### config.mk
export PLATFORM = sky130hd
export DESIGN_NAME = pwm_bank_ctrl
export DESIGN_NICKNAME = d
export VERILOG_FILES = /design/src/rtl/pwm_bank_pkg.sv /design/src/rtl/pwm_chan_core.sv /design/src/rtl/pwm_bank_regs.sv /design/src/rtl/pwm_bank_ctrl.sv
export SDC_FILE = /design/constraint.sdc
export NUM_CORES = 1
export LEC_CHECK = 0
export BUFFER_PORTS_ARGS = -buffer_cell sky130_fd_sc_hd__buf_2
export CORE_MARGIN = 1.5
export CORE_UTILIZATION = 63
export CTS_CLUSTER_SIZE = 25
export DETAILED_ROUTE_END_ITERATION = 8
export HOLD_SLACK_MARGIN = 0.05
export PLACE_DENSITY = 0.8
export REMOVE_ABC_BUFFERS = 1
export SLEW_MARGIN = 15
export SYNTH_ARGS = -nofsm -noshare
export SYNTH_HDL_FRONTEND = slang
export SYNTH_SLANG_ARGS = --single-unit
### constraint.sdc
create_clock -name clk -period 4.8 [get_ports clk]
set_input_delay 0.96 -clock clk [delete_from_list [all_inputs] [get_ports clk]]
set_output_delay 0.96 -clock clk [all_outputs]
set_load 0.01 [all_outputs]
### src/rtl/pwm_bank_pkg.sv
package pwm_bank_pkg;

   localparam int unsigned BUS_W    = 32;
   localparam int unsigned DIV_W    = 3;
   localparam int unsigned MODE_BIT = 15;

   // global register addresses
   localparam int unsigned ADDR_ENABLE = 'h000;
   localparam int unsigned ADDR_CLKSEL = 'h210;

   // offsets inside a channel bank
   localparam int unsigned OFS_CTRL      = 'h00;
   localparam int unsigned OFS_WIDTH     = 'h2C;
   localparam int unsigned OFS_THRES     = 'h30;
   localparam int unsigned OFS_WIDTH_ALT = 'h30;
   localparam int unsigned OFS_THRES_ALT = 'h34;

   typedef struct packed {
      logic             mode;
      logic [DIV_W-1:0] div;
   } chan_ctrl_t;

   // banks are 0x40 apart for channels 0..6; the last bank is displaced
   function automatic int unsigned bank_base(input int unsigned ch);
      return (ch < 7) ? ('h10 + 'h40 * ch) : 'h220;
   endfunction

endpackage

### src/rtl/pwm_chan_core.sv
module pwm_chan_core
   import pwm_bank_pkg::*;
#(
   parameter int unsigned CNT_W = 13
) (
   input  logic             clk,
   input  logic             rst_n,
   input  logic             en_i,
   input  logic [DIV_W-1:0] div_i,
   input  logic [CNT_W-1:0] per_i,
   input  logic [CNT_W-1:0] thr_i,
   output logic             pwm_o
);
   localparam int unsigned PRE_W = (1 << DIV_W) - 1;

   logic             run_q;
   logic [PRE_W-1:0] pre_q;
   logic [CNT_W-1:0] cnt_q;
   logic [CNT_W-1:0] per_sh;
   logic [CNT_W-1:0] thr_sh;
   logic [DIV_W-1:0] div_sh;
   logic [PRE_W-1:0] pre_mask;
   logic             tick;
   logic             wrap;

   assign pre_mask = ~({PRE_W{1'b1}} << div_sh);
   assign tick     = run_q && (pre_q == pre_mask);
   assign wrap     = tick && (({1'b0, cnt_q} + 1'b1) >= {1'b0, per_sh});

   always_ff @(posedge clk or negedge rst_n) begin
      if (!rst_n) begin
         run_q  <= 1'b0;
         pre_q  <= '0;
         cnt_q  <= '0;
         per_sh <= '0;
         thr_sh <= '0;
         div_sh <= '0;
      end else if (!en_i) begin
         run_q <= 1'b0;
         pre_q <= '0;
         cnt_q <= '0;
      end else if (!run_q || wrap) begin
         run_q  <= 1'b1;
         pre_q  <= '0;
         cnt_q  <= '0;
         per_sh <= per_i;
         thr_sh <= thr_i;
         div_sh <= div_i;
      end else if (tick) begin
         pre_q <= '0;
         cnt_q <= cnt_q + 1'b1;
      end else begin
         pre_q <= pre_q + 1'b1;
      end
   end

   assign pwm_o = run_q && (cnt_q < thr_sh);


   off_low_chk: assert property (@(posedge clk) disable iff (!rst_n)
      !en_i |=> !pwm_o);

   cnt_range_chk: assert property (@(posedge clk) disable iff (!rst_n)
      (run_q && per_sh != '0) |-> (cnt_q < per_sh));

   pre_range_chk: assert property (@(posedge clk) disable iff (!rst_n)
      pre_q <= pre_mask);

   shadow_hold_chk: assert property (@(posedge clk) disable iff (!rst_n)
      (run_q && !wrap) |=> ($stable(per_sh) && $stable(thr_sh) && $stable(div_sh)));

endmodule

### src/rtl/pwm_bank_regs.sv
module pwm_bank_regs
   import pwm_bank_pkg::*;
#(
   parameter int unsigned NUM_CH = 8,
   parameter int unsigned CNT_W  = 13,
   parameter int unsigned ADDR_W = 12,
   parameter bit          REMAP  = 1'b0
) (
   input  logic                        clk,
   input  logic                        rst_n,
   input  logic [ADDR_W-1:0]           addr,
   input  logic [BUS_W-1:0]            wdata,
   input  logic                        we,
   input  logic                        re,
   output logic [BUS_W-1:0]            rdata,
   output logic [NUM_CH-1:0]           en_o,
   output chan_ctrl_t [NUM_CH-1:0]     ctrl_o,
   output logic [NUM_CH-1:0][CNT_W-1:0] per_o,
   output logic [NUM_CH-1:0][CNT_W-1:0] thr_o
);
   logic [NUM_CH-1:0]            en_q;
   logic                         clksel_q;
   logic                         hit_en;
   logic                         hit_cs;
   logic [NUM_CH-1:0]            hit_ch;
   logic [NUM_CH-1:0][BUS_W-1:0] rd_ch;
   logic [BUS_W-1:0]             rd_nxt;
   logic                         unused_wdata_bits;

   assign unused_wdata_bits = ^wdata;
   assign hit_en = (addr == ADDR_W'(ADDR_ENABLE));
   assign hit_cs = (addr == ADDR_W'(ADDR_CLKSEL));

   always_ff @(posedge clk or negedge rst_n) begin
      if (!rst_n) begin
         en_q     <= '0;
         clksel_q <= 1'b0;
      end else if (we) begin
         if (hit_en) en_q     <= wdata[NUM_CH-1:0];
         if (hit_cs) clksel_q <= wdata[0];
      end
   end

   for (genvar g = 0; g < NUM_CH; g++) begin : g_bank
      localparam int unsigned BASE = bank_base(g);
      localparam bit          ALT  = REMAP && (g > 2);
      localparam logic [ADDR_W-1:0] A_CTRL = ADDR_W'(BASE + OFS_CTRL);
      localparam logic [ADDR_W-1:0] A_PER  = ADDR_W'(BASE + (ALT ? OFS_WIDTH_ALT : OFS_WIDTH));
      localparam logic [ADDR_W-1:0] A_THR  = ADDR_W'(BASE + (ALT ? OFS_THRES_ALT : OFS_THRES));

      logic             h_ctrl, h_per, h_thr;
      chan_ctrl_t       ctrl_q;
      logic [CNT_W-1:0] per_q, thr_q;
      logic [BUS_W-1:0] rd_v;

      assign h_ctrl = (addr == A_CTRL);
      assign h_per  = (addr == A_PER);
      assign h_thr  = (addr == A_THR);

      always_ff @(posedge clk or negedge rst_n) begin
         if (!rst_n) begin
            ctrl_q <= '0;
            per_q  <= '0;
            thr_q  <= '0;
         end else if (we) begin
            if (h_ctrl) begin
               ctrl_q.mode <= wdata[MODE_BIT];
               ctrl_q.div  <= wdata[DIV_W-1:0];
            end
            if (h_per) per_q <= wdata[CNT_W-1:0];
            if (h_thr) thr_q <= wdata[CNT_W-1:0];
         end
      end

      always_comb begin
         rd_v = '0;
         if (h_ctrl) begin
            rd_v[MODE_BIT]  = ctrl_q.mode;
            rd_v[DIV_W-1:0] = ctrl_q.div;
         end else if (h_per) begin
            rd_v[CNT_W-1:0] = per_q;
         end else if (h_thr) begin
            rd_v[CNT_W-1:0] = thr_q;
         end
      end

      assign rd_ch[g]  = rd_v;
      assign hit_ch[g] = h_ctrl | h_per | h_thr;
      assign ctrl_o[g] = ctrl_q;
      assign per_o[g]  = per_q;
      assign thr_o[g]  = thr_q;
   end

   always_comb begin
      rd_nxt = '0;
      if (hit_en) rd_nxt[NUM_CH-1:0] = en_q;
      if (hit_cs) rd_nxt[0] = clksel_q;
      for (int i = 0; i < NUM_CH; i++) rd_nxt = rd_nxt | rd_ch[i];
   end

   always_ff @(posedge clk or negedge rst_n) begin
      if (!rst_n)  rdata <= '0;
      else if (re) rdata <= rd_nxt;
   end

   assign en_o = en_q;


   unmapped_zero_chk: assert property (@(posedge clk) disable iff (!rst_n)
      (re && !hit_en && !hit_cs && hit_ch == '0) |=> (rdata == '0));

   rdata_hold_chk: assert property (@(posedge clk) disable iff (!rst_n)
      !re |=> $stable(rdata));

   clksel_width_chk: assert property (@(posedge clk) disable iff (!rst_n)
      (re && hit_cs) |=> (rdata[BUS_W-1:1] == '0));

endmodule

### src/rtl/pwm_bank_ctrl.sv
module pwm_bank_ctrl
   import pwm_bank_pkg::*;
#(
   parameter int unsigned NUM_CH = 8,
   parameter int unsigned CNT_W  = 13,
   parameter int unsigned ADDR_W = 12,
   parameter bit          REMAP  = 1'b0
) (
   input  logic              clk,
   input  logic              rst_n,
   input  logic [ADDR_W-1:0] bus_addr,
   input  logic [31:0]       bus_wdata,
   input  logic              bus_we,
   input  logic              bus_re,
   output logic [31:0]       bus_rdata,
   output logic [NUM_CH-1:0] pwm_o
);
   if (NUM_CH < 1 || NUM_CH > 8) begin : g_bad_ch
      $error("NUM_CH must lie in 1..8");
   end
   if (CNT_W < 2 || CNT_W > MODE_BIT) begin : g_bad_cnt
      $error("CNT_W must lie in 2..15");
   end
   if (ADDR_W < 10 || ADDR_W > 16) begin : g_bad_addr
      $error("ADDR_W must lie in 10..16");
   end

   logic [NUM_CH-1:0]             en_vec;
   chan_ctrl_t [NUM_CH-1:0]       ctrl_vec;
   logic [NUM_CH-1:0][CNT_W-1:0]  per_vec;
   logic [NUM_CH-1:0][CNT_W-1:0]  thr_vec;

   pwm_bank_regs #(
      .NUM_CH (NUM_CH),
      .CNT_W  (CNT_W),
      .ADDR_W (ADDR_W),
      .REMAP  (REMAP)
   ) u_regs (
      .clk    (clk),
      .rst_n  (rst_n),
      .addr   (bus_addr),
      .wdata  (bus_wdata),
      .we     (bus_we),
      .re     (bus_re),
      .rdata  (bus_rdata),
      .en_o   (en_vec),
      .ctrl_o (ctrl_vec),
      .per_o  (per_vec),
      .thr_o  (thr_vec)
   );

   for (genvar c = 0; c < NUM_CH; c++) begin : g_chan
      pwm_chan_core #(
         .CNT_W (CNT_W)
      ) u_core (
         .clk   (clk),
         .rst_n (rst_n),
         .en_i  (en_vec[c] & ctrl_vec[c].mode),
         .div_i (ctrl_vec[c].div),
         .per_i (per_vec[c]),
         .thr_i (thr_vec[c]),
         .pwm_o (pwm_o[c])
      );
   end


   reset_quiet_chk: assert property (@(posedge clk)
      !rst_n |=> (pwm_o == '0 && bus_rdata == '0));

endmodule

# After elaboration in Yosys (flattened, before gate mapping)
# Index checks and enable logic that the tools add are counted.
# W data, S select, Z words.
[word_totals]
register_bits = 681
input_bits = 48
word_cells = 385
[classes]
add_sub_neg = 24
n_lt_le_gt_ge = 16
eq_ne = 49
shifts = 8
n_mux = 106
n_bitwise = 24
reduce_logical = 75
[op_table]
columns = ["operator", "n"]
rows = [
  ["$mux W13", 40],
  ["$or A32 B16 Y32", 7],
  ["$mux W7", 24],
  ["$eq A12 B9 Y1 const B", 10],
  ["$add A13 B1 Y14 const B", 8],
  ["$ge A14 B13 Y1", 8],
  ["$add A13 B1 Y13 const B", 8],
  ["$lt A13 B13 Y1", 8],
  ["$mux W10", 8],
  ["$eq A12 B8 Y1 const B", 6],
  ["$reduce_and A2 Y1", 34],
  ["$add A7 B1 Y7 const B", 8],
  ["$eq A7 B7 Y1", 8],
  ["$not A7 Y7", 8],
  ["$shl A7 B3 Y7 const A", 8],
  ["$eq A12 B10 Y1 const B", 4],
  ["$eq A12 B7 Y1 const B", 3],
  ["$mux W1", 25],
  ["$logic_and A1 B1 Y1", 24],
  ["$mux W3", 8],
  ["$ne A3 B3 Y1 const B", 8],
  ["$ne A2 B2 Y1 const B", 8],
  ["$or A8 B16 Y16", 1],
  ["$eq A12 B5 Y1 const B", 1],
  ["6 further kinds", 27],
]

# Logic depth before layout (Yosys ltp)
# Gate-level depths: netlist of run 1.
[depth]
word_depth = 12
mapped_depth = 17
depth_no_buf = 14

# Modules after synthesis
# Synthesis of run 1 repeated with hierarchy kept, for this count alone.
[unflattened]
hier_cells = 3263
area_unflattened_um2 = 36860.4
[by_module_without_submodules]
columns = ["mod", "n_inst", "cells_each", "area_each_um2", "seq_area_each_um2"]
rows = [
  ["pwm_chan_core (g_chan[0].u_core ...)", 5, 285, 3050.4, 1251.2],
  ["pwm_bank_regs", 1, 951, 12445.7, 6581.3],
  ["pwm_chan_core (g_chan[2].u_core ...)", 2, 292, 3055.4, 1251.2],
  ["pwm_chan_core (g_chan[7].u_core)", 1, 295, 3001.6, 1251.2],
  ["pwm_bank_ctrl", 1, 8, 50.0, 0.0],
]

# Worst setup path after synthesis of run 1
# No wires, ideal clock.
[synth_timing]
path_type = "register to register"
startpoint = "reg g_chan[0].u_core.cnt_q[0]"
endpoint = "reg g_chan[0].u_core.div_sh[1]"
setup_ps = 128
arrival_time_ps = 3556
required_time_ps = 4672
slack_ps = 1116
path_stages_with_launch = 17
period_less_slack_ps = 3684
cell_sequence = "dfrtp_1 ha_1 nand3_1 nor2_1 nand3_1 nor2_1 xnor2_1 ha_1 nand3_1 or4_1 a21oi_1 or3b_2 clkbuf_1 a31oi_1 buf_4 buf_4 mux2_1"
[synth_via]
elab_chain_len = 5
[synth_lines]
columns = ["item", "line_no", "text"]
rows = [
  ["start: declaration", "pwm_chan_core.sv:18", "logic [CNT_W-1:0] cnt_q;"],
  ["start signal: assignment", "pwm_chan_core.sv:51", "cnt_q <= cnt_q + 1'b1;"],
  ["$add A13 B1 Y14", "pwm_chan_core.sv:28", "assign wrap = tick && (({1'b0, cnt_q} + 1'b1) >= {1'b0, per_sh});"],
  ["$ge A14 B13 Y1", "pwm_chan_core.sv:28", ""],
  ["$logic_and A1 B1 Y1", "pwm_chan_core.sv:28", ""],
  ["$logic_or A1 B1 Y1", "pwm_chan_core.sv:42", "end else if (!run_q || wrap) begin"],
  ["$reduce_and A2 Y1 (no line)", "n/a", ""],
  ["end signal: assignment", "pwm_chan_core.sv:48", "div_sh <= div_i;"],
  ["end: declaration", "pwm_chan_core.sv:21", "logic [DIV_W-1:0] div_sh;"],
]
# Every way passes these cells.
# A chain may end at the register's enable or synchronous reset.

# Worst setup path in the final report of run 1
[layout_timing]
startpoint = "reg g_chan[5].u_core.cnt_q[0]"
endpoint = "reg g_chan[5].u_core.cnt_q[3]"
[layout_via]
elab_chain_len = 6
elab_cells_between_ends = 9
cone_classes = "add/sub: 2; order compare: 1; eq/ne: 1; mux: 3; reduce/logical: 2"
[layout_lines]
columns = ["item", "line_no", "text"]
rows = [
  ["start: declaration", "pwm_chan_core.sv:18", ""],
  ["start signal: assignment", "pwm_chan_core.sv:51", ""],
  ["$add A13 B1 Y14", "pwm_chan_core.sv:28", ""],
  ["$ge A14 B13 Y1", "pwm_chan_core.sv:28", ""],
  ["$logic_and A1 B1 Y1", "pwm_chan_core.sv:28", ""],
  ["$logic_or A1 B1 Y1", "pwm_chan_core.sv:42", ""],
  ["$mux W13", "pwm_chan_core.sv:42", ""],
  ["$mux W13", "pwm_chan_core.sv:38", "end else if (!en_i) begin"],
]
# Parallel ways exist; a longest one is shown, timed or not. The select of a mux whose other input is x is not followed.

==> results of run 1 <==
## metal layers
layer,routed length [um],up-vias
li1,-,11610
met2,45800,1077
met3,8168,252
met4,4613,4
met5,32,-
met1,39680,13140
## kinds of logic (layout without fill, tap and decap cells)
logic type / Yosys count / after routing / synth area share [%]
compound gates: 527 / 527 / 10.25
xor+xnor: 131 / 131 / 3.224
fa+ha+maj: 216 / 216 / 7.593
buf+inv: 392 / 471 / 4.742
flops: 663 / 663 / 46.61
mux: 524 / 524 / 16.84
other cells: 1 / 24 / 0.01054
simple gates: 727 / 727 / 10.73
## through the flow
step / cell area (sq um) / std cells / power (mW)
2_1_floorplan: 34840 / 3039 / 5.774
3_3_place_gp: 36590 / 3896 / 6.033
3_5_place_dp: 36590 / 3896 / 6.042
4_1_cts: 39130 / 4025 / 11.92
5_1_grt: 39140 / 4027 / 12.19
6_report: 39150 / 4031 / 11.86
## power by group
part,internal (mW),total [mW],switching [mW]
Combinational,0.0608,0.315,0.254
Clock,3.56,5.92,2.36
Sequential,5.60,5.63,0.0242
## state kept, by name (all words and copies together), names as in the netlist
| name | count |
|---|---|
| g_chan.u_core.cnt_q | 104 |
| g_chan.u_core.div_sh | 24 |
| g_chan.u_core.per_sh | 104 |
| g_chan.u_core.pre_q | 56 |
| g_chan.u_core.run_q | 8 |
| g_chan.u_core.thr_sh | 104 |
| u_regs.clksel_q | 1 |
| u_regs.ctrl_o | 32 |
| u_regs.en_o | 8 |
| u_regs.g_bank.per_q | 104 |
| u_regs.g_bank.thr_q | 104 |
| u_regs.rdata | 14 |
## cell type report
type	count	share of cell area, %
multi-input cells	2143	44.49
flip-flops and latches	663	42.38
clock buffers	90	5.190
well taps	748	2.391
inverters	233	2.234
repair buffers	109	1.982
clock inverters	39	1.294
diodes	6	0.03835
## path summary, 6_finish.rpt
path,to,slack [ns],cells after the start
min reg2reg,g_chan[2].u_core.thr_sh[10]$_DFFE_PN0P_,0.49,1
min,g_chan[7].u_core.cnt_q[11]$_DFFE_PN0P_,0.41,1
min in group clk,g_chan[2].u_core.thr_sh[10]$_DFFE_PN0P_,0.49,1
max,g_chan[5].u_core.cnt_q[3]$_DFFE_PN0P_,0.36,14
max in group asynchronous,g_chan[2].u_core.thr_sh[11]$_DFFE_PN0P_,3.24,2
max reg2reg,g_chan[5].u_core.cnt_q[3]$_DFFE_PN0P_,0.36,14
## cell usage after synthesis (all sizes together) (39+ instances only)
master / number / share of area (%)
a21o: 39 / 0.82
a21oi: 109 / 1.6
a22oi: 43 / 0.91
buf: 81 / 1.5
clkbuf: 78 / 0.82
dfrtp: 663 / 47
ha: 216 / 7.6
inv: 233 / 2.5
mux2: 488 / 16
nand2: 135 / 1.4
nand3: 118 / 1.7
nor2: 145 / 1.6
nor3: 78 / 1.1
o21ai: 91 / 1.3
xnor2: 66 / 1.6
xor2: 65 / 1.6
==> flow_results.xml, run 1 <==
<?xml version="1.0" encoding="UTF-8"?>
<metrics>
  <group name="flow_run">
    <metric name="drv.max_cap_violation_count" unit="">0</metric>
  </group>
  <group name="layout">
    <metric name="mostFrequentLayoutCells" unit="">dfrtp_1 (663), mux2_2 (418), inv_1 (233)</metric>
    <metric name="final_nets" unit="">3484</metric>
    <metric name="final-seq-area" unit="sq mm">0.01659</metric>
    <metric name="drive_gt1_share" unit="%">21.79</metric>
    <metric name="fillCellCount" unit="">3849</metric>
    <metric name="final_common_cell" unit="">dfrtp_1</metric>
    <metric name="flow.area_growth_from_synthesis" unit="%">9.991</metric>
    <metric name="finish.utilization" unit="%">70.64</metric>
    <metric name="multi_input_logic_area" unit="sq mm">0.01742</metric>
  </group>
  <group name="yosys">
    <metric name="ys_ff_latch" unit="">663</metric>
    <metric name="synth_enable_flop_cells" unit="">0</metric>
    <metric name="syn-mean-instance-area" unit="sq um">11.19</metric>
    <metric name="synth.yosys.seq_area_share" unit="%">46.61</metric>
    <metric name="synthesis.instances" unit="">3181</metric>
    <metric name="synth_ff_type" unit="">dfrtp_1</metric>
    <metric name="synth_area" unit="sq mm">0.03559</metric>
    <metric name="synth-warning-count" unit="">0</metric>
    <metric name="synth_cell_types" unit="">79</metric>
    <metric name="asyncSetResetFlopFracSynth" unit="%">100.0</metric>
  </group>
  <group name="placed_design">
    <metric name="dp.final_hpwl" unit="um">70060</metric>
    <metric name="io_buffer_count" unit="">51</metric>
    <metric name="routabilityCongestion" unit="">1.001</metric>
    <metric name="pre_cts_slack" unit="ns">0.5682</metric>
  </group>
  <group name="grt">
    <metric name="number_of_antenna_violations_at_the_first_check_in_global_routing" unit="">5</metric>
    <metric name="groute.layer.met1.usage" unit="%">45.49</metric>
    <metric name="globalRoute.busiestLayer" unit="">met2</metric>
    <metric name="pin_count_of_the_biggest_net_entering_global_routing" unit="">124</metric>
    <metric name="grt_pass1_wl" unit="um">153800</metric>
    <metric name="global_route.usage.met3" unit="%">7.881</metric>
    <metric name="gr-usage-met2" unit="%">55.58</metric>
    <metric name="globalRoute.totalOverflow" unit="">0</metric>
    <metric name="grtUsageTotal" unit="%">34.86</metric>
    <metric name="grt_pass1_vias" unit="">26450</metric>
  </group>
  <group name="clock_tree">
    <metric name="hold_buffers" unit="">0</metric>
    <metric name="ctsHtreeMaxLevel" unit="">3</metric>
    <metric name="post_cts_repair_timing_setup_buffer_count" unit="">0</metric>
    <metric name="cts_buffers" unit="">70</metric>
    <metric name="clk_latency" unit="ns">0.63</metric>
    <metric name="post_cts_resize_count" unit="">0</metric>
    <metric name="tritoncts" unit="">built</metric>
    <metric name="cts-root-buf" unit="">clkbuf_16</metric>
    <metric name="clk_pin_slew_worst_paths" unit="ns">0.06</metric>
    <metric name="cts_sinks" unit="">663</metric>
    <metric name="cts.path.max_buffers" unit="">3</metric>
  </group>
  <group name="route">
    <metric name="routedWlPerCell" unit="um">24.39</metric>
    <metric name="via_count" unit="">26090</metric>
    <metric name="drt_pre_antenna_iters" unit="">6</metric>
    <metric name="routed_via_density" unit="">6.471</metric>
    <metric name="drcViolationCount" unit="">0</metric>
    <metric name="final_antenna_net_count" unit="">0</metric>
    <metric name="totalWireLength" unit="um">98300</metric>
    <metric name="dr.first_iter.drc_count" unit="">2535</metric>
  </group>
  <group name="timing">
    <metric name="fmax" unit="GHz">0.2254</metric>
    <metric name="skew" unit="ns">0.03143</metric>
    <metric name="hold_violations" unit="">0</metric>
    <metric name="grt_setup_unrepaired" unit="">no</metric>
    <metric name="timing.max_slew.rel_slack" unit="%">27.87</metric>
    <metric name="worst_slew_pin_slew" unit="ns">1.082</metric>
    <metric name="setup_viol" unit="">0</metric>
    <metric name="layout_worst_path_cycle_share" unit="%">92.44</metric>
    <metric name="tns" unit="ns">0</metric>
    <metric name="maxSlewViolCount" unit="">0</metric>
    <metric name="final_period_minus_worst_setup_slack" unit="ns">4.437</metric>
    <metric name="finalWorstSetupSlack" unit="ns">0.3629</metric>
    <metric name="timing.hold.ws" unit="ns">0.4093</metric>
  </group>
  <group name="setup_path">
    <metric name="timing.critical_path.buf_inv" unit="">0</metric>
    <metric name="cell_type_of_the_slowest_stage_on_the_worst_timing_path" unit="">nor2b_1</metric>
    <metric name="path_class" unit="">register to register</metric>
    <metric name="timing.critical_path.max_delay_family" unit="">simple AND/OR/NAND/NOR gates</metric>
    <metric name="worstSetupStartpoint" unit="">g_chan[5].u_core.cnt_q[0]$_DFFE_PN0P_</metric>
    <metric name="critical_path.reg2reg.startpoint" unit="">g_chan[5].u_core.cnt_q[0]$_DFFE_PN0P_</metric>
    <metric name="cp-end-kind" unit="">register</metric>
    <metric name="critPathArrivalTime" unit="ns">4.99</metric>
    <metric name="crit_required" unit="ns">5.35</metric>
    <metric name="path_max_fanout" unit="">9</metric>
    <metric name="worstSetupStartpointType" unit="">register</metric>
    <metric name="path_cells" unit="">ha_1 &gt; nand3_1 &gt; nor3_1 &gt; nand3_1 &gt; or2_2 &gt; xnor2_1 &gt; ha_1 &gt; a21oi_1 &gt; nand2_1 &gt; a211oi_1 &gt; o21a_1 &gt; and2_1 &gt; nor2b_1 &gt; a22o_1</metric>
    <metric name="critPathMaxStageDelay" unit="ns">0.63</metric>
  </group>
  <group name="power">
    <metric name="irDropWorstVdd" unit="mV">0.2788</metric>
    <metric name="leakagePower" unit="nW">18.70</metric>
    <metric name="power_per_cell_area" unit="mW/mm^2">303.0</metric>
  </group>
  <group name="die">
    <metric name="dieWidth" unit="um">240.7</metric>
    <metric name="die_h" unit="um">240.7</metric>
    <metric name="standard_cell_core_area" unit="sq mm">0.05542</metric>
    <metric name="num_rows" unit="">86</metric>
    <metric name="initial_utilization" unit="%">64.23</metric>
    <metric name="die_area" unit="sq mm">0.05793</metric>
    <metric name="pin_count" unit="">88</metric>
  </group>
  <group name="min_path">
    <metric name="hold_class" unit="">input pin to asynchronous set/reset pin</metric>
  </group>
  <group name="outcome">
    <metric name="status" unit="">completed</metric>
  </group>
</metrics>
Note: power is estimated with default switching activity, not from simulation.
==> run 2: changes to the inputs <==
--- a/config.mk
+++ b/config.mk
@@ -7,12 +7,14 @@
 export LEC_CHECK = 0
 export BUFFER_PORTS_ARGS = -buffer_cell sky130_fd_sc_hd__buf_2
+export CELL_PAD_IN_SITES_DETAIL_PLACEMENT = 1
+export CELL_PAD_IN_SITES_GLOBAL_PLACEMENT = 2
 export CORE_MARGIN = 1.5
-export CORE_UTILIZATION = 63
+export CORE_UTILIZATION = 43
 export CTS_CLUSTER_SIZE = 25
 export DETAILED_ROUTE_END_ITERATION = 8
 export HOLD_SLACK_MARGIN = 0.05
-export PLACE_DENSITY = 0.8
+export PLACE_DENSITY_LB_ADDON = 0.1
 export REMOVE_ABC_BUFFERS = 1
-export SLEW_MARGIN = 15
+export SLEW_MARGIN = 20
 export SYNTH_ARGS = -nofsm -noshare
 export SYNTH_HDL_FRONTEND = slang
==> constraint.sdc (replaced) <==
create_clock -name clk -period 4.8 [get_ports clk]
set_input_delay 0.96 -clock clk [delete_from_list [all_inputs] [get_ports clk]]
set_output_delay 0.96 -clock clk [all_outputs]
set_load 0.1 [all_outputs]
==> flow_results.xml, run 2 (same netlist as run 1, synthesis figures left out) <==
<?xml version="1.0" encoding="UTF-8"?>
<metrics>
  <group name="route">
    <metric name="drt_pre_antenna_iters" unit="">8</metric>
    <metric name="final_antenna_net_count" unit="">0</metric>
    <metric name="routed_via_density" unit="">5.920</metric>
    <metric name="routedWlPerCell" unit="um">25.50</metric>
    <metric name="dr.first_iter.drc_count" unit="">1549</metric>
    <metric name="via_count" unit="">25830</metric>
    <metric name="totalWireLength" unit="um">111200</metric>
    <metric name="drcViolationCount" unit="">0</metric>
  </group>
  <group name="placed_design">
    <metric name="place_inst" unit="">4220</metric>
    <metric name="pre_cts_slack" unit="ns">0.5419</metric>
    <metric name="routabilityCongestion" unit="">0.9380</metric>
    <metric name="dp.final_hpwl" unit="um">81450</metric>
    <metric name="io_buffer_count" unit="">51</metric>
  </group>
  <group name="grt">
    <metric name="pin_count_of_the_biggest_net_entering_global_routing" unit="">99</metric>
    <metric name="grt_pass1_wl" unit="um">171800</metric>
    <metric name="number_of_antenna_violations_at_the_first_check_in_global_routing" unit="">10</metric>
    <metric name="grtUsageTotal" unit="%">26.39</metric>
    <metric name="grt_pass1_vias" unit="">27490</metric>
    <metric name="globalRoute.totalOverflow" unit="">0</metric>
  </group>
  <group name="setup_path">
    <metric name="path_max_fanout" unit="">8</metric>
    <metric name="cp-end-kind" unit="">register</metric>
    <metric name="path_class" unit="">register to register</metric>
    <metric name="crit_required" unit="ns">5.32</metric>
    <metric name="critPathArrivalTime" unit="ns">4.79</metric>
    <metric name="worstSetupStartpointType" unit="">register</metric>
  </group>
  <group name="clock_tree">
    <metric name="post_cts_repair_timing_setup_buffer_count" unit="">0</metric>
    <metric name="cts.path.max_buffers" unit="">3</metric>
    <metric name="clk_latency" unit="ns">0.63</metric>
    <metric name="cts-root-buf" unit="">clkbuf_16</metric>
    <metric name="tritoncts" unit="">built</metric>
    <metric name="post_cts_resize_count" unit="">0</metric>
    <metric name="cts_buffers" unit="">79</metric>
    <metric name="clk_pin_slew_worst_paths" unit="ns">0.06</metric>
    <metric name="cts_sinks" unit="">663</metric>
    <metric name="hold_buffers" unit="">0</metric>
    <metric name="ctsHtreeMaxLevel" unit="">3</metric>
  </group>
  <group name="die">
    <metric name="die_h" unit="um">290.7</metric>
    <metric name="standard_cell_core_area" unit="sq mm">0.08198</metric>
    <metric name="num_rows" unit="">105</metric>
    <metric name="pin_count" unit="">88</metric>
    <metric name="dieWidth" unit="um">290.7</metric>
    <metric name="initial_utilization" unit="%">43.42</metric>
    <metric name="die_area" unit="sq mm">0.08451</metric>
  </group>
  <group name="timing">
    <metric name="worst_slew_pin_slew" unit="ns">1.066</metric>
    <metric name="grt_setup_unrepaired" unit="">no</metric>
    <metric name="setup_viol" unit="">0</metric>
    <metric name="hold_violations" unit="">0</metric>
    <metric name="finalWorstSetupSlack" unit="ns">0.5241</metric>
    <metric name="timing.hold.ws" unit="ns">0.3595</metric>
    <metric name="fmax" unit="GHz">0.2339</metric>
    <metric name="timing.max_slew.rel_slack" unit="%">28.76</metric>
    <metric name="tns" unit="ns">0</metric>
    <metric name="skew" unit="ns">0.02534</metric>
    <metric name="maxSlewViolCount" unit="">0</metric>
    <metric name="layout_worst_path_cycle_share" unit="%">89.08</metric>
    <metric name="final_period_minus_worst_setup_slack" unit="ns">4.276</metric>
  </group>
  <group name="power">
    <metric name="power_per_cell_area" unit="mW/mm^2">310.7</metric>
    <metric name="combinationalPowerShare" unit="%">3.5</metric>
    <metric name="irDropWorstVdd" unit="mV">0.2599</metric>
    <metric name="leakagePower" unit="nW">18.82</metric>
    <metric name="power_frac_clock" unit="%">50.9</metric>
    <metric name="p_total" unit="mW">12.36</metric>
    <metric name="switching_share" unit="%">23.56</metric>
    <metric name="seq_power_share" unit="%">45.6</metric>
    <metric name="net-switching-power" unit="mW">2.911</metric>
    <metric name="internal-power" unit="mW">9.444</metric>
  </group>
  <group name="layout">
    <metric name="n_antenna_cell" unit="">0</metric>
    <metric name="final-instance-count-excl-fill" unit="">4363</metric>
    <metric name="final_common_cell" unit="">dfrtp_1</metric>
    <metric name="flow.area_growth_from_synthesis" unit="%">11.71</metric>
    <metric name="final_nets" unit="">3495</metric>
    <metric name="mostFrequentLayoutCells" unit="">dfrtp_1 (663), mux2_2 (418), inv_1 (233)</metric>
    <metric name="drive_gt1_share" unit="%">22.05</metric>
  </group>
  <group name="outcome">
    <metric name="status" unit="">completed</metric>
  </group>
  <group name="flow_run">
    <metric name="drv.max_cap_violation_count" unit="">0</metric>
  </group>
  <group name="min_path">
    <metric name="hold_class" unit="">input pin to asynchronous set/reset pin</metric>
  </group>
</metrics>
## run 2: cell count changes in the layout (fill, tap and decap cells not counted), moves of 2 or more
cell        delta
clkbuf_16      +8
clkbuf_1       +6
diode_2        -6
clkinv_2       +4
a31oi_2        -2
a31oi_4        +2
buf_4          +2
bufinv_16      -2
clkbuf_8       +2
clkinvlp_4     -2
## run 2: layout make-up
class	instances	area, sq um
inverter	233	874.6
clock buffer	106	2282
fill	8636	42220
multi-input combinational	2143	17450
timing repair buffer	111	790.8
tap	1070	1339
sequential	663	16590
clock inverter	37	434.2
## run 2: final timing paths
kind | end | depth (start not counted) | slack (ns) | startpoint
worst max-delay path | g_chan[0].u_core.cnt_q[6]$_DFFE_PN0P_ | 14 | 0.52 | g_chan[0].u_core.cnt_q[0]$_DFFE_PN0P_
min in group clk | g_chan[2].u_core.thr_sh[9]$_DFFE_PN0P_ | 1 | 0.49 | g_chan[2].u_core.thr_sh[9]$_DFFE_PN0P_
worst min-delay path | g_chan[7].u_core.pre_q[2]$_DFF_PN0_ | 1 | 0.36 | rst_n
max in group asynchronous | g_chan[4].u_core.cnt_q[2]$_DFFE_PN0P_ | 2 | 3.16 | rst_n
worst max register to register | g_chan[0].u_core.cnt_q[6]$_DFFE_PN0P_ | 14 | 0.52 | g_chan[0].u_core.cnt_q[0]$_DFFE_PN0P_
worst min register to register | g_chan[2].u_core.thr_sh[9]$_DFFE_PN0P_ | 1 | 0.49 | g_chan[2].u_core.thr_sh[9]$_DFFE_PN0P_
## run 2: worst max-delay path: stages (launching register included)
cell and delay (ns):
dfrtp_1 0.47, ha_1 0.28, nand3_1 0.18, nor2_1 0.25, nand3_1 0.28, nor2_1 0.26
xnor2_1 0.18, ha_1 0.30, a21oi_1 0.14, nand2_1 0.06, a21oi_1 0.10, or3b_2 0.58
nor2_1 0.40, nand2_1 0.30, o41ai_1 0.35
## run 2: through the flow
| step | instance area [sq um] | utilization [%] |
|---|---|---|
| final | 39760 | 48.50 |
| after global routing | 39760 | 48.50 |
| after CTS | 39750 | 48.49 |
| after detailed placement | 37030 | 45.18 |
| after global placement | 37030 | 45.18 |
| after floorplan | 34840 | - |
## run 2: routing by layer
layer  wire length, um  vias up  GRT usage [%]  part of all wire (%)
met4              3065        8          7.790                   2.8
met1             48640    13450          35.32                    44
met5                49        -              0                 0.044
met3              5855      184          4.168                   5.3
li1                  -    11590              -                     -
met2             53640      605          44.08                    48
## run 2: power by group through the flow
stage / Combinational, mW / Sequential, mW / Clock (mW)
2_1_floorplan: 0.106 / 5.78 / 0
3_3_place_gp: 0.431 / 5.73 / 0
3_5_place_dp: 0.438 / 5.73 / 0
4_1_cts: 0.439 / 5.63 / 6.43
5_1_grt: 0.461 / 5.63 / 6.63
6_report: 0.436 / 5.63 / 6.29
==> run 3: changes to the inputs <==
- REMOVE_ABC_BUFFERS: 1 -> default
==> flow_results.xml, run 3 (same netlist as run 1, synthesis figures left out) <==
<?xml version="1.0" encoding="UTF-8"?>
<metrics>
  <group name="setup_path">
    <metric name="path_max_fanout" unit="">21</metric>
    <metric name="worstSetupStartpointType" unit="">register</metric>
    <metric name="path_class" unit="">register to register</metric>
    <metric name="crit_required" unit="ns">5.31</metric>
    <metric name="critPathArrivalTime" unit="ns">4.79</metric>
    <metric name="reg2reg_setup_slack" unit="ns">0.52</metric>
    <metric name="cp-end-kind" unit="">register</metric>
    <metric name="timing.critical_path.max_delay_family" unit="">simple AND/OR/NAND/NOR gates</metric>
    <metric name="critPathMaxStageDelay" unit="ns">0.53</metric>
    <metric name="path_cells" unit="">ha_1 &gt; and3_1 &gt; nand3_1 &gt; nor3_1 &gt; xor2_1 &gt; ha_1 &gt; nand3_1 &gt; or4_1 &gt; o211ai_1 &gt; a31oi_2 &gt; buf_12 &gt; mux2_1</metric>
    <metric name="cell_type_of_the_slowest_stage_on_the_worst_timing_path" unit="">or4_1</metric>
    <metric name="timing.critical_path.buf_inv" unit="">1</metric>
  </group>
  <group name="timing">
    <metric name="skew" unit="ns">0.03406</metric>
    <metric name="final_period_minus_worst_setup_slack" unit="ns">4.279</metric>
    <metric name="worst_slew_pin_slew" unit="ns">1.092</metric>
    <metric name="timing.max_slew.rel_slack" unit="%">26.90</metric>
    <metric name="timing.hold.ws" unit="ns">0.4176</metric>
    <metric name="setup_viol" unit="">0</metric>
    <metric name="layout_worst_path_cycle_share" unit="%">89.15</metric>
    <metric name="grt_setup_unrepaired" unit="">no</metric>
    <metric name="tns" unit="ns">0</metric>
    <metric name="hold_violations" unit="">0</metric>
    <metric name="maxSlewViolCount" unit="">0</metric>
    <metric name="fmax" unit="GHz">0.2337</metric>
  </group>
  <group name="clock_tree">
    <metric name="ctsHtreeMaxLevel" unit="">3</metric>
    <metric name="post_cts_resize_count" unit="">0</metric>
    <metric name="cts.path.max_buffers" unit="">3</metric>
    <metric name="cts_buffers" unit="">78</metric>
    <metric name="hold_buffers" unit="">0</metric>
    <metric name="cts_sinks" unit="">663</metric>
    <metric name="clk_latency" unit="ns">0.65</metric>
    <metric name="cts-root-buf" unit="">clkbuf_16</metric>
    <metric name="clk_pin_slew_worst_paths" unit="ns">0.06</metric>
    <metric name="post_cts_repair_timing_setup_buffer_count" unit="">0</metric>
    <metric name="tritoncts" unit="">built</metric>
  </group>
  <group name="flow_run">
    <metric name="drv.max_cap_violation_count" unit="">0</metric>
  </group>
  <group name="grt">
    <metric name="grt_pass1_vias" unit="">27580</metric>
    <metric name="pin_count_of_the_biggest_net_entering_global_routing" unit="">98</metric>
    <metric name="grtUsageTotal" unit="%">26.59</metric>
    <metric name="number_of_antenna_violations_at_the_first_check_in_global_routing" unit="">8</metric>
    <metric name="globalRoute.totalOverflow" unit="">0</metric>
    <metric name="grt_pass1_wl" unit="um">172800</metric>
  </group>
  <group name="route">
    <metric name="via_count" unit="">25960</metric>
    <metric name="totalWireLength" unit="um">111500</metric>
    <metric name="final_antenna_net_count" unit="">0</metric>
    <metric name="dr.first_iter.drc_count" unit="">1673</metric>
    <metric name="drcViolationCount" unit="">0</metric>
    <metric name="drt_pre_antenna_iters" unit="">5</metric>
    <metric name="routed_via_density" unit="">5.953</metric>
    <metric name="routedWlPerCell" unit="um">25.57</metric>
  </group>
  <group name="layout">
    <metric name="final-instance-count-excl-fill" unit="">4361</metric>
    <metric name="design_area" unit="sq mm">0.03971</metric>
    <metric name="drive_gt1_share" unit="%">21.80</metric>
    <metric name="fillCellCount" unit="">8722</metric>
    <metric name="flow.area_growth_from_synthesis" unit="%">11.58</metric>
    <metric name="mostFrequentLayoutCells" unit="">dfrtp_1 (663), mux2_2 (418), inv_1 (233)</metric>
    <metric name="final_common_cell" unit="">dfrtp_1</metric>
    <metric name="final_nets" unit="">3489</metric>
    <metric name="finish.utilization" unit="%">48.44</metric>
  </group>
  <group name="die">
    <metric name="initial_utilization" unit="%">43.42</metric>
    <metric name="die_area" unit="sq mm">0.08451</metric>
    <metric name="die_h" unit="um">290.7</metric>
    <metric name="dieWidth" unit="um">290.7</metric>
    <metric name="standard_cell_core_area" unit="sq mm">0.08198</metric>
    <metric name="pin_count" unit="">88</metric>
    <metric name="num_rows" unit="">105</metric>
  </group>
  <group name="placed_design">
    <metric name="routabilityCongestion" unit="">0.9427</metric>
    <metric name="dpl_cell_area" unit="sq mm">0.03702</metric>
    <metric name="io_buffer_count" unit="">51</metric>
    <metric name="place_inst" unit="">4215</metric>
    <metric name="dp.final_hpwl" unit="um">82170</metric>
  </group>
  <group name="outcome">
    <metric name="status" unit="">completed</metric>
  </group>
  <group name="power">
    <metric name="irDropWorstVdd" unit="mV">0.2669</metric>
    <metric name="leakagePower" unit="nW">18.80</metric>
    <metric name="power_per_cell_area" unit="mW/mm^2">308.7</metric>
  </group>
  <group name="min_path">
    <metric name="hold_class" unit="">input pin to asynchronous set/reset pin</metric>
  </group>
</metrics>
[run 3: path summary, 6_finish.rpt]
check	startpoint	endpoint	cells past startpoint
worst max-delay path	g_chan[3].u_core.cnt_q[0]$_DFFE_PN0P_	g_chan[3].u_core.thr_sh[10]$_DFFE_PN0P_	12
worst min-delay path	rst_n	g_chan[7].u_core.per_sh[4]$_DFFE_PN0P_	1
worst max register to register	g_chan[3].u_core.cnt_q[0]$_DFFE_PN0P_	g_chan[3].u_core.thr_sh[10]$_DFFE_PN0P_	12
worst min register to register	g_chan[2].u_core.thr_sh[11]$_DFFE_PN0P_	g_chan[2].u_core.thr_sh[11]$_DFFE_PN0P_	1
max in group asynchronous	rst_n	g_chan[1].u_core.pre_q[2]$_DFF_PN0_	2
min in group clk	g_chan[2].u_core.thr_sh[11]$_DFFE_PN0P_	g_chan[2].u_core.thr_sh[11]$_DFFE_PN0P_	1
[run 3: layout make-up]
cell class	instances	area [sq um]	area share (%)
antenna	2	5.005	0.01260
clock buffer	116	2357	5.936
clock inverter	28	324.1	0.8160
inverter	233	874.6	2.202
multi-input combinational	2143	17430	43.89
sequential	663	16590	41.78
tap	1070	1339	3.371
timing repair buffer	106	790.8	1.991
[run 3: through the flow]
step           power, mW  setup slack [ns]
3_3_place_gp       6.162            0.6693
2_1_floorplan      5.926             1.116
4_1_cts            12.41            0.5217
5_1_grt            12.64            0.2093
6_report           12.26            0.5209
3_5_place_dp       6.170            0.5468
[run 3: report_power, final]
group          total [mW]  switching [mW]  leakage, nW  internal, mW
combinational       0.437           0.377         8.23        0.0604
sequential           5.63          0.0264         9.24          5.61
clock                6.19            2.46         1.33          3.73
total                12.3            2.87         18.8          9.40
[run 3: metal layers]
metal / wire [um] / vias to the layer above / track usage, %
li1: - / 11590 / -
met1: 48740 / 13530 / 35.57
met2: 53170 / 656 / 44.05
met3: 6459 / 177 / 4.940
met4: 3090 / 12 / 7.432
met5: 72 / - / 0
